File: config.mk
export PLATFORM = sky130hd
export DESIGN_NAME = stereo_soft_mute
export DESIGN_NICKNAME = d
export VERILOG_FILES = /design/src/rtl/smz_pkg.sv /design/src/rtl/smz_zero_detect.sv /design/src/rtl/smz_ramp_fsm.sv /design/src/rtl/smz_scale.sv /design/src/rtl/stereo_soft_mute.sv
export SDC_FILE = /design/constraint.sdc
export NUM_CORES = 1
export LEC_CHECK = 0
export CORE_AREA = 5 5 186 188
export CTS_BUF_LIST = sky130_fd_sc_hd__clkbuf_2 sky130_fd_sc_hd__clkbuf_4 sky130_fd_sc_hd__clkbuf_8
export DETAILED_ROUTE_END_ITERATION = 8
export DIE_AREA = 0 0 191 193
export DONT_BUFFER_PORTS = 1
export SLEW_MARGIN = 25
export SYNTH_ARGS = -nofsm -noshare
export SYNTH_HDL_FRONTEND = slang
export SYNTH_SLANG_ARGS = --single-unit
File: constraint.sdc
create_clock -name clk -period 9.45 [get_ports clk]
set_input_delay 0.945 -clock clk [delete_from_list [all_inputs] [get_ports clk]]
set_output_delay 0.945 -clock clk [all_outputs]
set_load 0.05 [all_outputs]
File: src/rtl/smz_pkg.sv
package smz_pkg;
    typedef enum logic [1:0] {
        MM_PLAY  = 2'b00,
        MM_MUTE  = 2'b01,
        MM_AUTO  = 2'b10,
        MM_AUTO2 = 2'b11
    } mute_mode_e;

    typedef enum logic [1:0] {
        ST_PLAY  = 2'b00,
        ST_DUCK  = 2'b01,
        ST_QUIET = 2'b10,
        ST_RISE  = 2'b11
    } ramp_state_e;
endpackage

File: src/rtl/smz_zero_detect.sv
module smz_zero_detect #(
    parameter int DATA_W     = 24,
    parameter int ZERO_LIMIT = 1024
) (
    input  logic              clk,
    input  logic              rst_n,
    input  logic              strobe,
    input  logic [DATA_W-1:0] left,
    input  logic [DATA_W-1:0] right,
    output logic              latched
);
    localparam int CNT_W = $clog2(ZERO_LIMIT + 1);
    localparam logic [CNT_W-1:0] LIMIT = CNT_W'(ZERO_LIMIT);

    logic [CNT_W-1:0] run_cnt;
    logic             both_zero;

    assign both_zero = (left == '0) && (right == '0);

    always_ff @(posedge clk) begin
        if (!rst_n) begin
            run_cnt <= '0;
            latched <= 1'b0;
        end else if (strobe) begin
            if (!both_zero) begin
                run_cnt <= '0;
                latched <= 1'b0;
            end else if (run_cnt != LIMIT) begin
                run_cnt <= run_cnt + 1'b1;
                if (run_cnt == LIMIT - 1'b1) latched <= 1'b1;
            end
        end
    end

    assert_latch_set_on_limit_R3: assert property (@(posedge clk) disable iff (!rst_n)
        $rose(latched) |-> $past(strobe && both_zero && run_cnt == LIMIT - 1'b1));

    assert_latch_clear_on_data_R4: assert property (@(posedge clk) disable iff (!rst_n)
        (strobe && !both_zero) |=> (!latched && run_cnt == '0));

    assert_count_saturates_R10: assert property (@(posedge clk) disable iff (!rst_n)
        run_cnt <= LIMIT);
endmodule

File: src/rtl/smz_ramp_fsm.sv
module smz_ramp_fsm
    import smz_pkg::*;
#(
    parameter int RAMP_LOG2 = 7
) (
    input  logic                 clk,
    input  logic                 rst_n,
    input  logic                 strobe,
    input  logic [1:0]           mute_ctl,
    input  logic                 auto_flag,
    output logic [RAMP_LOG2:0]   gain
);
    localparam int GW = RAMP_LOG2 + 1;
    localparam logic [GW-1:0] GAIN_MAX = GW'(1) << RAMP_LOG2;

    ramp_state_e      state, state_nx;
    logic [GW-1:0]    gain_nx;
    logic             req;
    logic [GW-1:0]    dn_val, up_val;
    mute_mode_e       mode;

    assign mode   = mute_mode_e'(mute_ctl);
    assign dn_val = (gain == '0) ? '0 : gain - 1'b1;
    assign up_val = (gain == GAIN_MAX) ? GAIN_MAX : gain + 1'b1;

    always_comb begin
        unique case (mode)
            MM_PLAY:          req = 1'b0;
            MM_MUTE:          req = 1'b1;
            MM_AUTO, MM_AUTO2: req = auto_flag;
        endcase
    end

    always_ff @(posedge clk) begin
        if (!rst_n) begin
            state <= ST_PLAY;
            gain  <= GAIN_MAX;
        end else begin
            state <= state_nx;
            gain  <= gain_nx;
        end
    end

    always_comb begin
        state_nx = state;
        gain_nx  = gain;
        if (strobe) begin
            unique case (state)
                ST_PLAY: if (req) begin
                    gain_nx  = dn_val;
                    state_nx = (dn_val == '0) ? ST_QUIET : ST_DUCK;
                end
                ST_QUIET: if (!req) begin
                    gain_nx  = up_val;
                    state_nx = (up_val == GAIN_MAX) ? ST_PLAY : ST_RISE;
                end
                ST_DUCK, ST_RISE: begin
                    if (req) begin
                        gain_nx  = dn_val;
                        state_nx = (dn_val == '0) ? ST_QUIET : ST_DUCK;
                    end else begin
                        gain_nx  = up_val;
                        state_nx = (up_val == GAIN_MAX) ? ST_PLAY : ST_RISE;
                    end
                end
            endcase
        end
    end

    assert_hold_without_strobe_R6: assert property (@(posedge clk) disable iff (!rst_n)
        !strobe |=> $stable(gain));

    assert_low_overrides_R5: assert property (@(posedge clk) disable iff (!rst_n)
        (strobe && mute_ctl == 2'b00 && gain != GAIN_MAX) |=> gain == $past(gain) + 1'b1);

    assert_mute_steps_down_R2: assert property (@(posedge clk) disable iff (!rst_n)
        (strobe && mute_ctl == 2'b01 && gain != '0) |=> gain == $past(gain) - 1'b1);

    assert_gain_in_range_R6: assert property (@(posedge clk) disable iff (!rst_n)
        gain <= GAIN_MAX);
endmodule

File: src/rtl/smz_scale.sv
module smz_scale #(
    parameter int DATA_W    = 24,
    parameter int RAMP_LOG2 = 7
) (
    input  logic [DATA_W-1:0]  sample,
    input  logic [RAMP_LOG2:0] gain,
    output logic [DATA_W-1:0]  scaled
);
    localparam int GW = RAMP_LOG2 + 1;
    localparam int PW = DATA_W + GW + 1;

    logic signed [PW-1:0] s_ext, g_ext, prod;

    always_comb begin
        s_ext  = {{(PW-DATA_W){sample[DATA_W-1]}}, sample};
        g_ext  = {{(PW-GW){1'b0}}, gain};
        prod   = s_ext * g_ext;
        scaled = DATA_W'(prod >>> RAMP_LOG2);
    end
endmodule

File: src/rtl/stereo_soft_mute.sv
module stereo_soft_mute #(
    parameter int DATA_W     = 24,
    parameter int ZERO_LIMIT = 1024,
    parameter int RAMP_LOG2  = 7
) (
    input  logic                 clk,
    input  logic                 rst_n,
    input  logic                 smp_valid,
    input  logic [DATA_W-1:0]    smp_left,
    input  logic [DATA_W-1:0]    smp_right,
    input  logic [1:0]           mute_ctl,
    output logic                 out_valid,
    output logic [DATA_W-1:0]    out_left,
    output logic [DATA_W-1:0]    out_right,
    output logic                 automuted,
    output logic [RAMP_LOG2:0]   gain
);
    localparam int NCH = 2;

    logic [DATA_W-1:0] ch_in  [NCH];
    logic [DATA_W-1:0] ch_out [NCH];
    logic              flag;

    assign ch_in[0]  = smp_left;
    assign ch_in[1]  = smp_right;
    assign automuted = flag;

    smz_zero_detect #(.DATA_W(DATA_W), .ZERO_LIMIT(ZERO_LIMIT)) u_zero (
        .clk(clk), .rst_n(rst_n), .strobe(smp_valid),
        .left(smp_left), .right(smp_right), .latched(flag)
    );

    smz_ramp_fsm #(.RAMP_LOG2(RAMP_LOG2)) u_ramp (
        .clk(clk), .rst_n(rst_n), .strobe(smp_valid),
        .mute_ctl(mute_ctl), .auto_flag(flag), .gain(gain)
    );

    for (genvar c = 0; c < NCH; c++) begin : g_ch
        smz_scale #(.DATA_W(DATA_W), .RAMP_LOG2(RAMP_LOG2)) u_scale (
            .sample(ch_in[c]), .gain(gain), .scaled(ch_out[c])
        );
    end

    always_ff @(posedge clk) begin
        if (!rst_n) begin
            out_valid <= 1'b0;
            out_left  <= '0;
            out_right <= '0;
        end else begin
            out_valid <= smp_valid;
            if (smp_valid) begin
                out_left  <= ch_out[0];
                out_right <= ch_out[1];
            end
        end
    end

    assert_silent_at_zero_gain_R7: assert property (@(posedge clk) disable iff (!rst_n)
        (smp_valid && gain == '0) |=> (out_valid && out_left == '0 && out_right == '0));

    assert_full_gain_passes_R7: assert property (@(posedge clk) disable iff (!rst_n)
        (smp_valid && gain == (1 << RAMP_LOG2)) |=> (out_left == $past(smp_left)));

    assert_auto_requests_mute_R9: assert property (@(posedge clk) disable iff (!rst_n)
        (smp_valid && mute_ctl[1] && automuted && gain != '0) |=> gain == $past(gain) - 1'b1);
endmodule

==> key figures, run 1 <==
Flow run
  – Max cap viols: 0

Drt
  – WL/cell: 17.2 microns
  – Initial drt markers: 572
  – Via count: 11400
  – Post-route DRC violation count: 0
  – Router iterations before antenna repair: 6
  – Routed WL: 37.6 mm
  – Post-route ant nets: 0
  – Number of vias per cell: 5.22

Setup path
  – Worst EP required: 9.72 ns
  – Crit Path Class: flip-flop to flip-flop
  – Max FO, Critical Path: 34
  – R2R cell count: 19
  – Setup crit start kind: flip-flop
  – Element type at the critical path end: flip-flop
  – Worst Path Arrival: 6.63 ns

Synthesis
  – Register area share after synthesis: 0.0915
  – Total nets after synthesis: 2267
  – Post-synth EDFFs: 0
  – Synthesized area: 15500 sq um
  – Synthesized flop and latch total: 71
  – Distinct cells, synth: 59
  – Syn Inst Count: 1807
  – Async set-reset flop share out of synthesis: 0
  – Ys Warns: 0
  – Post-Syn Area per Cell: 8.59 sq um
  – Dominant synthesized flop cell: dfxtp_1

Placement
  – GPL Wtd Cong: 0.820
  – Final HPWL DP: 28.9 mm
  – Placed Instances: 2170
  – I/O Buffers: 0

Clocking
  – CTS Hold Buffers Added: 0
  – Setup bufs post-CTS: 0
  – Root buffer cell: clkbuf_8
  – Post-CTS Resized: 0
  – H-tree levels: 3
  – CTS buffer count: 9
  – Clock slew at reported path FFs: 0.10 ns
  – Max Buffers Root-to-Sink: 2
  – CTS tree: done
  – Clock sink total: 71
  – Clk_lat worst skew: 0.42 ns

Floorplan
  – I/O pin total: 111
  – Die W: 191 microns
  – Site row count: 67
  – Core area: 32900 sq um
  – Initial Util: 0.471
  – Die area: 36900 sq um
  – Die height: 193 microns

Pwr
  – P per Cell Area: 286 nW/um^2
  – Worst VDD drop: 166 uV
  – Leakage: 0.00811 uW

Layout
  – Proportion of layout cells with a drive suffix above 1: 0.0265
  – Layout Nets: 2193
  – Area grow syn2layout: 3.29%
  – Antenna diode count: 0
  – Finished Layout Cells: 2186

Global route
  – Gr ovfl total: 0
  – Vias in the first global route: 12100
  – Initial antenna violation count: 0
  – Largest net degree at the start of global routing: 64
  – Gr usage total: 0.213
  – First-pass GRT wire length: 62.5 mm

Hold path
  – Worst min-delay path category: flip-flop to flip-flop
  – Hold Path Depth: 2

Timing
  – Clk_skew: 0.0199 ns
  – Fin. Hold Viols: 0
  – Max Slew Vio Count: 0
  – # setup viols final: 0
  – Period minus WS final: 6.36 ns
  – Worst Tran Pin Value: 0.802 ns
  – Crit share post-route: 0.673
  – Max Freq: 157 MHz
  – RSZ-0062 raised after global routing: no
  – Max transition margin: 0.465
  – Setup TNS: 0 ns

Status
  – Outcome: finished, final reports clean
-- through the flow --
| stage | util | area [sq um] | hold slack, ns | worst slack [ns] | power [uW] |
|---|---|---|---|---|---|
| detailed placement | 0.480 | 15800 | 0.533 | 3.15 | 4330 |
| finish | 0.487 | 16000 | 0.555 | 3.09 | 4580 |
| global placement | 0.480 | 15800 | 0.514 | 3.30 | 4280 |
| floorplan | - | 15500 | 0.492 | 3.40 | 3550 |
| CTS | 0.487 | 16000 | 0.556 | 3.12 | 4670 |
| global route | 0.487 | 16000 | 0.587 | 2.81 | 5190 |
-- final cells by class --
cell class,instances,area [sq um]
clock buffers,9,124
fillers,3183,16900
multi-input cells,1268,12400
repair buffers,8,60.1
inverters,375,1410
well taps,448,561
flip-flops and latches,71,1430
clock inverters,7,104
-- worst paths after layout --
path / from / endpoint / slack (ns)
max: u_ramp.gain[3]$_SDFFE_PN0P_ / out_right[22]$_SDFFE_PN0P_ / 3.09
max reg2reg: u_ramp.gain[3]$_SDFFE_PN0P_ / out_right[22]$_SDFFE_PN0P_ / 3.09
min reg2reg: u_zero.run_cnt[10]$_SDFFE_PN0P_ / u_zero.run_cnt[10]$_SDFFE_PN0P_ / 0.56
min: u_zero.run_cnt[10]$_SDFFE_PN0P_ / u_zero.run_cnt[10]$_SDFFE_PN0P_ / 0.56
-- Yosys cell counts (2+ instances only) --
cell,n,area (sq um)
mux2_2,3,33.8
nand2_1,227,852
nand4b_1,5,43.8
xnor2_1,37,324
o21a_1,8,60.1
nand3b_1,10,75.1
nor3_1,12,60.1
ha_1,119,1490
nand4_1,13,81.3
o2111ai_1,2,17.5
o21bai_1,4,30.0
nor2b_1,42,263
o211a_1,4,40.0
buf_2,2,10.0
xor2_1,37,324
a221oi_1,3,26.3
nor2_1,54,203
and2_1,198,1240
mux2i_1,30,300
o21ai_0,24,120
or2_2,2,12.5
nand3_1,14,70.1
nor4_1,16,100
a211o_1,3,26.3
inv_1,375,1410
o21ai_1,8,40.0
a211oi_1,6,45.0
dfxtp_1,71,1420
fa_1,288,5770
a21o_1,13,97.6
buf_1,19,71.3
a21oi_1,33,165
o211ai_1,4,30.0
a221o_1,3,30.0
or3_1,6,37.5
clkbuf_1,72,270
and3_1,5,31.3
and4_1,2,17.5
a31oi_1,4,25.0
nand2b_1,6,37.5
o31ai_1,5,37.5
-- worst max-delay path: stages, from the launching register on --
cell and delay (ns):
dfxtp_2 0.81, buf_4 0.51, nand2_1 0.14, fa_1 0.55
inv_1 0.05, fa_1 0.48, fa_1 0.49, inv_1 0.05
fa_1 0.47, inv_1 0.04, ha_1 0.32, a21oi_1 0.20
a21oi_1 0.13, nor4_2 0.39, a211oi_4 0.16, a2111oi_1 0.72
o21ai_1 0.22, a21oi_1 0.23, xor2_1 0.17, o21ai_1 0.07
-- where the power goes --
part	internal [uW]	total, uW	leakage (uW)	switching [uW]
Sequential	384	707	0.000586	324
Clock	152	303	0.000108	151
Combinational	1540	3570	0.00741	2030
-- layout by cell type, fill, tap and decap left out, types with 5 or more instances in the layout --
master	n
nand3b_1	10
xnor2_1	37
nand4_1	13
inv_1	375
a21o_1	13
buf_4	8
dfxtp_2	8
nor3_1	12
fa_1	288
nand4b_1	5
o21ai_1	7
or3_1	6
nor2b_1	42
o21a_1	8
o21ai_0	24
and2_1	198
nor2_1	54
and3_1	5
nand2_1	227
o31ai_1	5
nor4_1	16
xor2_1	37
nand3_1	14
dfxtp_1	63
ha_1	119
clkbuf_8	9
a21oi_1	33
mux2i_1	30
nand2b_1	6
a211oi_1	6
-- metal layers --
| layer | vias up | part of all wire | GRT usage |
|---|---|---|---|
| met1 | 5830 | 0.44 | 0.283 |
| met3 | 33 | 0.060 | 0.0436 |
| met5 | - | 0 | 0 |
| li1 | 5315 | - | - |
| met4 | 0 | 0.016 | 0.0497 |
| met2 | 222 | 0.49 | 0.363 |
-- logic make-up after synthesis --
family | Yosys count | synth area share
compound gates | 138 | 0.0610
xor+xnor | 74 | 0.0417
fa+ha+maj | 407 | 0.467
buf+inv | 468 | 0.113
flops | 71 | 0.0915
mux | 33 | 0.0215
simple gates | 616 | 0.204
-- flip-flops by register name, indices dropped and copies added (netlist names) --
register	cells
out_right	24
u_ramp.gain	8
out_valid	1
u_ramp.state	2
u_zero.latched	1
out_left	24
u_zero.run_cnt	11
No activity file was read; power rests on OpenSTA's default activity.
==> run 2, diff against run 1 <==
==> constraint.sdc (replaced) <==
create_clock -name clk -period 6.3 [get_ports clk]
set_input_delay 0.63 -clock clk [delete_from_list [all_inputs] [get_ports clk]]
set_output_delay 0.63 -clock clk [all_outputs]
set_load 0.05 [all_outputs]
==> key figures, run 2 (synthesis results as in run 1) <==
Floorplan
  – Die area: 36900 sq um (unchanged)
  – Die W: 191 microns (unchanged)
  – Die height: 193 microns (unchanged)
  – Site row count: 67 (unchanged)
  – I/O pin total: 111 (unchanged)
  – Core area: 32900 sq um (unchanged)
  – Initial Util: 0.471 (unchanged)

Drt
  – Number of vias per cell: 5.18 (-0.60%)
  – WL/cell: 17.4 microns (+1.1%)
  – Initial drt markers: 545 (-4.7%)
  – Post-route ant nets: 0 (unchanged)
  – Router iterations before antenna repair: 4 (-2)
  – Via count: 11400 (-0.14%)
  – Routed WL: 38.2 mm (+1.5%)
  – Post-route DRC violation count: 0 (unchanged)

Layout
  – Antenna diode count: 0 (unchanged)
  – Layout Utilization: 0.488 (+0.00159)
  – Fillers: 3177 (-0.19%)
  – Proportion of layout cells with a drive suffix above 1: 0.0320 (+0.00557)
  – Storage cell area: 1430 sq um (unchanged)
  – Commonest cells after routing, fill and taps aside: inv_1 (375), fa_1 (288), nand2_1 (227)
  – Most common cell after layout, fill and taps aside: inv_1
  – Area grow syn2layout: 3.63%
  – Multi-input gate area: 12400 sq um (unchanged)
  – Layout Nets: 2203 (+0.46%)
  – Post-route cell area: 16100 sq um (+0.33%)
  – Leading registers by flop count: out_left x24, out_right x24, u_zero.run_cnt x11

Clocking
  – Root buffer cell: clkbuf_8
  – Setup bufs post-CTS: 0 (unchanged)
  – CTS Hold Buffers Added: 0 (unchanged)
  – Clk_lat worst skew: 0.44 ns (+0.02 ns)
  – CTS tree: done
  – Clock sink total: 71 (unchanged)
  – Post-CTS Resized: 0 (unchanged)
  – CTS buffer count: 9 (unchanged)
  – Max Buffers Root-to-Sink: 2 (unchanged)
  – Clock slew at reported path FFs: 0.12 ns (+0.02 ns)
  – H-tree levels: 3 (unchanged)

Global route
  – Vias in the first global route: 12200 (+0.89%)
  – Initial antenna violation count: 0 (unchanged)
  – Gr ovfl total: 0 (unchanged)
  – First-pass GRT wire length: 63.8 mm (+2.2%)
  – Largest net degree at the start of global routing: 64 (unchanged)
  – Gr usage total: 0.219 (+0.00629)

Timing
  – Period minus WS final: 5.83 ns (-0.525 ns)
  – Max Slew Vio Count: 0 (unchanged)
  – Fin. Hold Viols: 0 (unchanged)
  – Setup TNS: 0 ns (unchanged)
  – Clk_skew: 0.0301 ns (+0.0103 ns)
  – Max Freq: 172 MHz (+9.0%)
  – Worst Tran Pin Value: 0.939 ns (+0.137 ns)
  – Final hold slack: 0.326 ns (-0.229 ns)
  – # setup viols final: 0 (unchanged)
  – Max transition margin: 0.366 (-0.0995)
  – RSZ-0062 raised after global routing: no
  – Crit share post-route: 0.926 (+0.253)

Status
  – Outcome: finished, final reports clean

Setup path
  – Worst Path Arrival: 6.11 ns (-0.52 ns)
  – Element type at the critical path end: flip-flop
  – Critical path cell sequence: nand2_1, fa_1, inv_1, fa_1, fa_1, inv_1, fa_1, inv_1, ha_1, a21oi_1, a21oi_1, nor4_2, a211oi_4, a2111oi_1, o21ai_1, a21oi_1, xor2_1, o21ai_1
  – Worst EP required: 6.58 ns (-3.14 ns)
  – Setup crit start kind: flip-flop
  – Max FO, Critical Path: 24 (-29%)
  – Worst stage delay on the critical path: 0.72 ns (-0.09 ns)
  – R2R cell count: 18 (-1)
  – CP most frequent cell: fa_1
  – CP max stage cell: a2111oi_1
  – Crit Path Class: flip-flop to flip-flop

Pwr
  – Worst VDD drop: 250 uV (+51%)
  – Overall Power: 6850 uW (+49%)
  – Leakage: 0.00814 uW (+0.46%)
  – P per Cell Area: 425 nW/um^2 (+49%)

Placement
  – I/O Buffers: 0 (unchanged)
  – GPL Wtd Cong: 0.843 (+2.8%)
  – Final HPWL DP: 29.9 mm (+3.4%)
  – Placement Cell Area: 15900 sq um (+0.47%)

Flow run
  – Max cap viols: 0 (unchanged)

Hold path
  – Worst min-delay path category: input pin to flip-flop
  – Hold Path Depth: 1 (-1)
==> run 2: cell count changes in the layout (fill, tap and decap cells not counted) <==
cell,delta
bufinv_16,-1
clkinvlp_4,+1
buf_4,+10
==> run 2: cell type report <==
type,count,area share
multi-input cells,1268,0.768
clock inverters,7,0.00505
flip-flops and latches,71,0.0890
well taps,448,0.0348
repair buffers,18,0.00840
clock buffers,9,0.00770
inverters,375,0.0875
==> run 2: power breakdown <==
group          total, uW  internal, uW  switching, uW
Sequential          1070           575            493
Clock                435           188            247
Combinational       5340          2310           3030
Total               6850          3070           3770
==> run 2: routing by layer <==
layer / track usage / part of all wire / vias to the layer above
met4: 0.0525 / 0.016 / 0
met2: 0.373 / 0.49 / 196
met5: 0 / 0 / -
li1: - / - / 5333
met1: 0.283 / 0.43 / 5818
met3: 0.0574 / 0.063 / 37
==> run 2: path summary, 6_finish.rpt <==
| kind | start | to | slack [ns] |
|---|---|---|---|
| setup / recovery | u_ramp.gain[1]$_SDFFE_PN0P_ | out_right[22]$_SDFFE_PN0P_ | 0.47 |
| setup reg to reg | u_ramp.gain[1]$_SDFFE_PN0P_ | out_right[22]$_SDFFE_PN0P_ | 0.47 |
| hold / removal | rst_n | out_left[20]$_SDFFE_PN0P_ | 0.33 |
| hold reg to reg | u_zero.run_cnt[9]$_SDFFE_PN0P_ | u_zero.run_cnt[9]$_SDFFE_PN0P_ | 0.55 |
==> run 2: critical path, delay by kind of cell (launching register included) <==
kind | cells | cell delay (ns)
AND/OR/NAND/NOR | 2 | 0.58
adder cells (fa/ha/maj) | 5 | 2.35
flip-flops | 1 | 0.65
buffers and inverters | 3 | 0.15
AO/OA/AOI/OAI | 7 | 1.79
XOR/XNOR | 1 | 0.17
==> run 2: metrics by stage <==
| step | cells | worst slack, ns |
|---|---|---|
| after floorplan | 1807 | 0.246 |
| after global placement | 2180 | 0.619 |
| after detailed placement | 2180 | 0.509 |
| after CTS | 2196 | 0.469 |
| after global routing | 2196 | 0.0968 |
| final | 2196 | 0.469 |
==> run 3, diff against run 2 <==
--- a/config.mk
+++ b/config.mk
@@ -5,10 +5,10 @@
 export SDC_FILE = /design/constraint.sdc
 export NUM_CORES = 1
 export LEC_CHECK = 0
-export CORE_AREA = 5 5 186 188
+export CORE_AREA = 5 5 234 236
 export CTS_BUF_LIST = sky130_fd_sc_hd__clkbuf_2 sky130_fd_sc_hd__clkbuf_4 sky130_fd_sc_hd__clkbuf_8
 export DETAILED_ROUTE_END_ITERATION = 8
-export DIE_AREA = 0 0 191 193
+export DIE_AREA = 0 0 239 241
 export DONT_BUFFER_PORTS = 1
 export SLEW_MARGIN = 25
 export SYNTH_ARGS = -nofsm -noshare
==> key figures, run 3 (synthesis results as in run 1) <==
Timing
  – Max transition margin: 0.453 (+0.0872)
  – Clk_skew: 0.0231 ns (-0.00701 ns)
  – RSZ-0062 raised after global routing: no
  – # setup viols final: 0 (unchanged)
  – Max Slew Vio Count: 0 (unchanged)
  – Crit share post-route: 0.951 (+0.0252)
  – Setup TNS: 0 ns (unchanged)
  – Worst Tran Pin Value: 0.820 ns (-0.119 ns)
  – Period minus WS final: 5.99 ns (+0.159 ns)
  – Max Freq: 167 MHz (-2.7%)
  – Fin. Hold Viols: 0 (unchanged)

Clocking
  – Clock sink total: 71 (unchanged)
  – Root buffer cell: clkbuf_8
  – Clock slew at reported path FFs: 0.10 ns (-0.02 ns)
  – H-tree levels: 3 (unchanged)
  – CTS buffer count: 9 (unchanged)
  – Clk_lat worst skew: 0.42 ns (-0.02 ns)
  – CTS tree: done
  – Setup bufs post-CTS: 0 (unchanged)
  – CTS Hold Buffers Added: 0 (unchanged)
  – Max Buffers Root-to-Sink: 2 (unchanged)
  – Post-CTS Resized: 0 (unchanged)

Setup path
  – Crit Path Class: flip-flop to flip-flop
  – Max FO, Critical Path: 27 (+13%)
  – Setup crit start kind: flip-flop
  – Reg2Reg Launch Point: u_ramp.gain[1]$_SDFFE_PN0P_
  – Setup crit start: u_ramp.gain[1]$_SDFFE_PN0P_
  – Worst EP required: 6.59 ns (about the same)
  – Worst Path Arrival: 6.28 ns (+0.17 ns)
  – Element type at the critical path end: flip-flop

Floorplan
  – Initial Util: 0.297 (-0.174)
  – Site row count: 84 (+25%)
  – Die W: 239 microns (+25%)
  – Die area: 57600 sq um (+56%)
  – Die height: 241 microns (+25%)
  – I/O pin total: 111 (unchanged)
  – Core area: 52200 sq um (+59%)

Layout
  – Leading registers by flop count: out_left x24, out_right x24, u_zero.run_cnt x11
  – Layout Nets: 2204 (+0.045%)
  – Antenna diode count: 0 (unchanged)
  – Commonest cells after routing, fill and taps aside: inv_1 (375), fa_1 (288), nand2_1 (227)
  – Area grow syn2layout: 5.50%
  – Proportion of layout cells with a drive suffix above 1: 0.0326 (+0.000553)
  – Most common cell after layout, fill and taps aside: inv_1

Drt
  – Post-route DRC violation count: 0 (unchanged)
  – Initial drt markers: 555 (+1.8%)
  – Routed WL: 39.5 mm (+3.6%)
  – Via count: 11500 (+0.59%)
  – Router iterations before antenna repair: 5 (+1)
  – Post-route ant nets: 0 (unchanged)
  – WL/cell: 16.2 microns (-6.7%)
  – Number of vias per cell: 4.70 (-9.4%)

Status
  – Outcome: finished, final reports clean

Flow run
  – Max cap viols: 0 (unchanged)

Pwr
  – P per Cell Area: 415 nW/um^2 (-2.5%)
  – Leakage: 0.00815 uW (about the same)
  – Worst VDD drop: 182 uV (-27%)
  – Overall Power: 6800 uW (-0.71%)

Placement
  – GPL Wtd Cong: 0.830 (-1.6%)
  – I/O Buffers: 0 (unchanged)
  – Final HPWL DP: 32.2 mm (+7.5%)

Global route
  – Vias in the first global route: 12300 (+0.66%)
  – Gr ovfl total: 0 (unchanged)
  – First-pass GRT wire length: 65.6 mm (+2.8%)
  – Gr usage total: 0.143 (-0.0766)
  – Initial antenna violation count: 0 (unchanged)
  – Largest net degree at the start of global routing: 64 (unchanged)

Hold path
  – Worst min-delay path category: input pin to flip-flop
  – Min-Delay Startpoint: rst_n
==> run 3: cell types whose count changed in the layout (fill, tap and decap cells not counted), sizes merged <==
cell / change
clkinvlp: -2
inv: -1
bufinv: -1
buf: +1
clkinv: +3
clkbuf: +1
==> run 3: path summary, 6_finish.rpt <==
check	end	slack, ns	depth (start not counted)
setup / recovery	out_left[22]$_SDFFE_PN0P_	0.31	19
hold / removal	u_ramp.gain[7]$_SDFFE_PN1P_	0.35	1
setup reg to reg	out_left[22]$_SDFFE_PN0P_	0.31	19
hold reg to reg	u_zero.run_cnt[10]$_SDFFE_PN0P_	0.55	2
==> run 3: power breakdown <==
part           total (uW)  internal, uW  switching [uW]
clock network         379           155             224
logic                5290          2290            3000
registers            1130           577             552
==> run 3: critical path, cell delays in order (launching register included) <==
cell and delay [ns]:
dfxtp_2 0.74, buf_4 0.33, nand2_1 0.10, fa_1 0.51, inv_1 0.05, fa_1 0.49
fa_1 0.54, inv_1 0.05, fa_1 0.47, inv_1 0.04, ha_1 0.36, nand4_1 0.13
nor2_1 0.33, o2111ai_1 0.32, and3_1 0.30, o21ai_1 0.35, a31o_2 0.28, o21a_1 0.13
o21ai_0 0.09, a32o_1 0.26
==> run 3: final cells by class <==
type	instances	area, sq um
flip-flops and latches	71	1440
clock inverters	6	43.8
inverters	375	1410
well taps	688	861
clock buffers	10	138
fillers	5450	35900
multi-input cells	1268	12400
repair buffers	19	143
==> run 3: metal layers <==
layer | wire, microns | track usage | vias to the layer above
li1 | - | - | 5340
met1 | 16700 | 0.182 | 5838
met2 | 19000 | 0.244 | 238
met3 | 3120 | 0.0395 | 35
met4 | 672 | 0.0311 | 0
met5 | 0 | 0 | -
==> run 3: metrics by stage <==
step | worst slack (ns) | instance area (sq um) | utilization | hold slack, ns | cells
after floorplan | 0.246 | 15500 | - | 0.492 | 1807
after global placement | 0.360 | 16200 | 0.310 | 0.518 | 2421
after detailed placement | 0.288 | 16200 | 0.310 | 0.530 | 2421
after CTS | 0.250 | 16400 | 0.313 | 0.295 | 2437
after global routing | 0.0373 | 16400 | 0.314 | 0.312 | 2437
final | 0.310 | 16400 | 0.314 | 0.355 | 2437
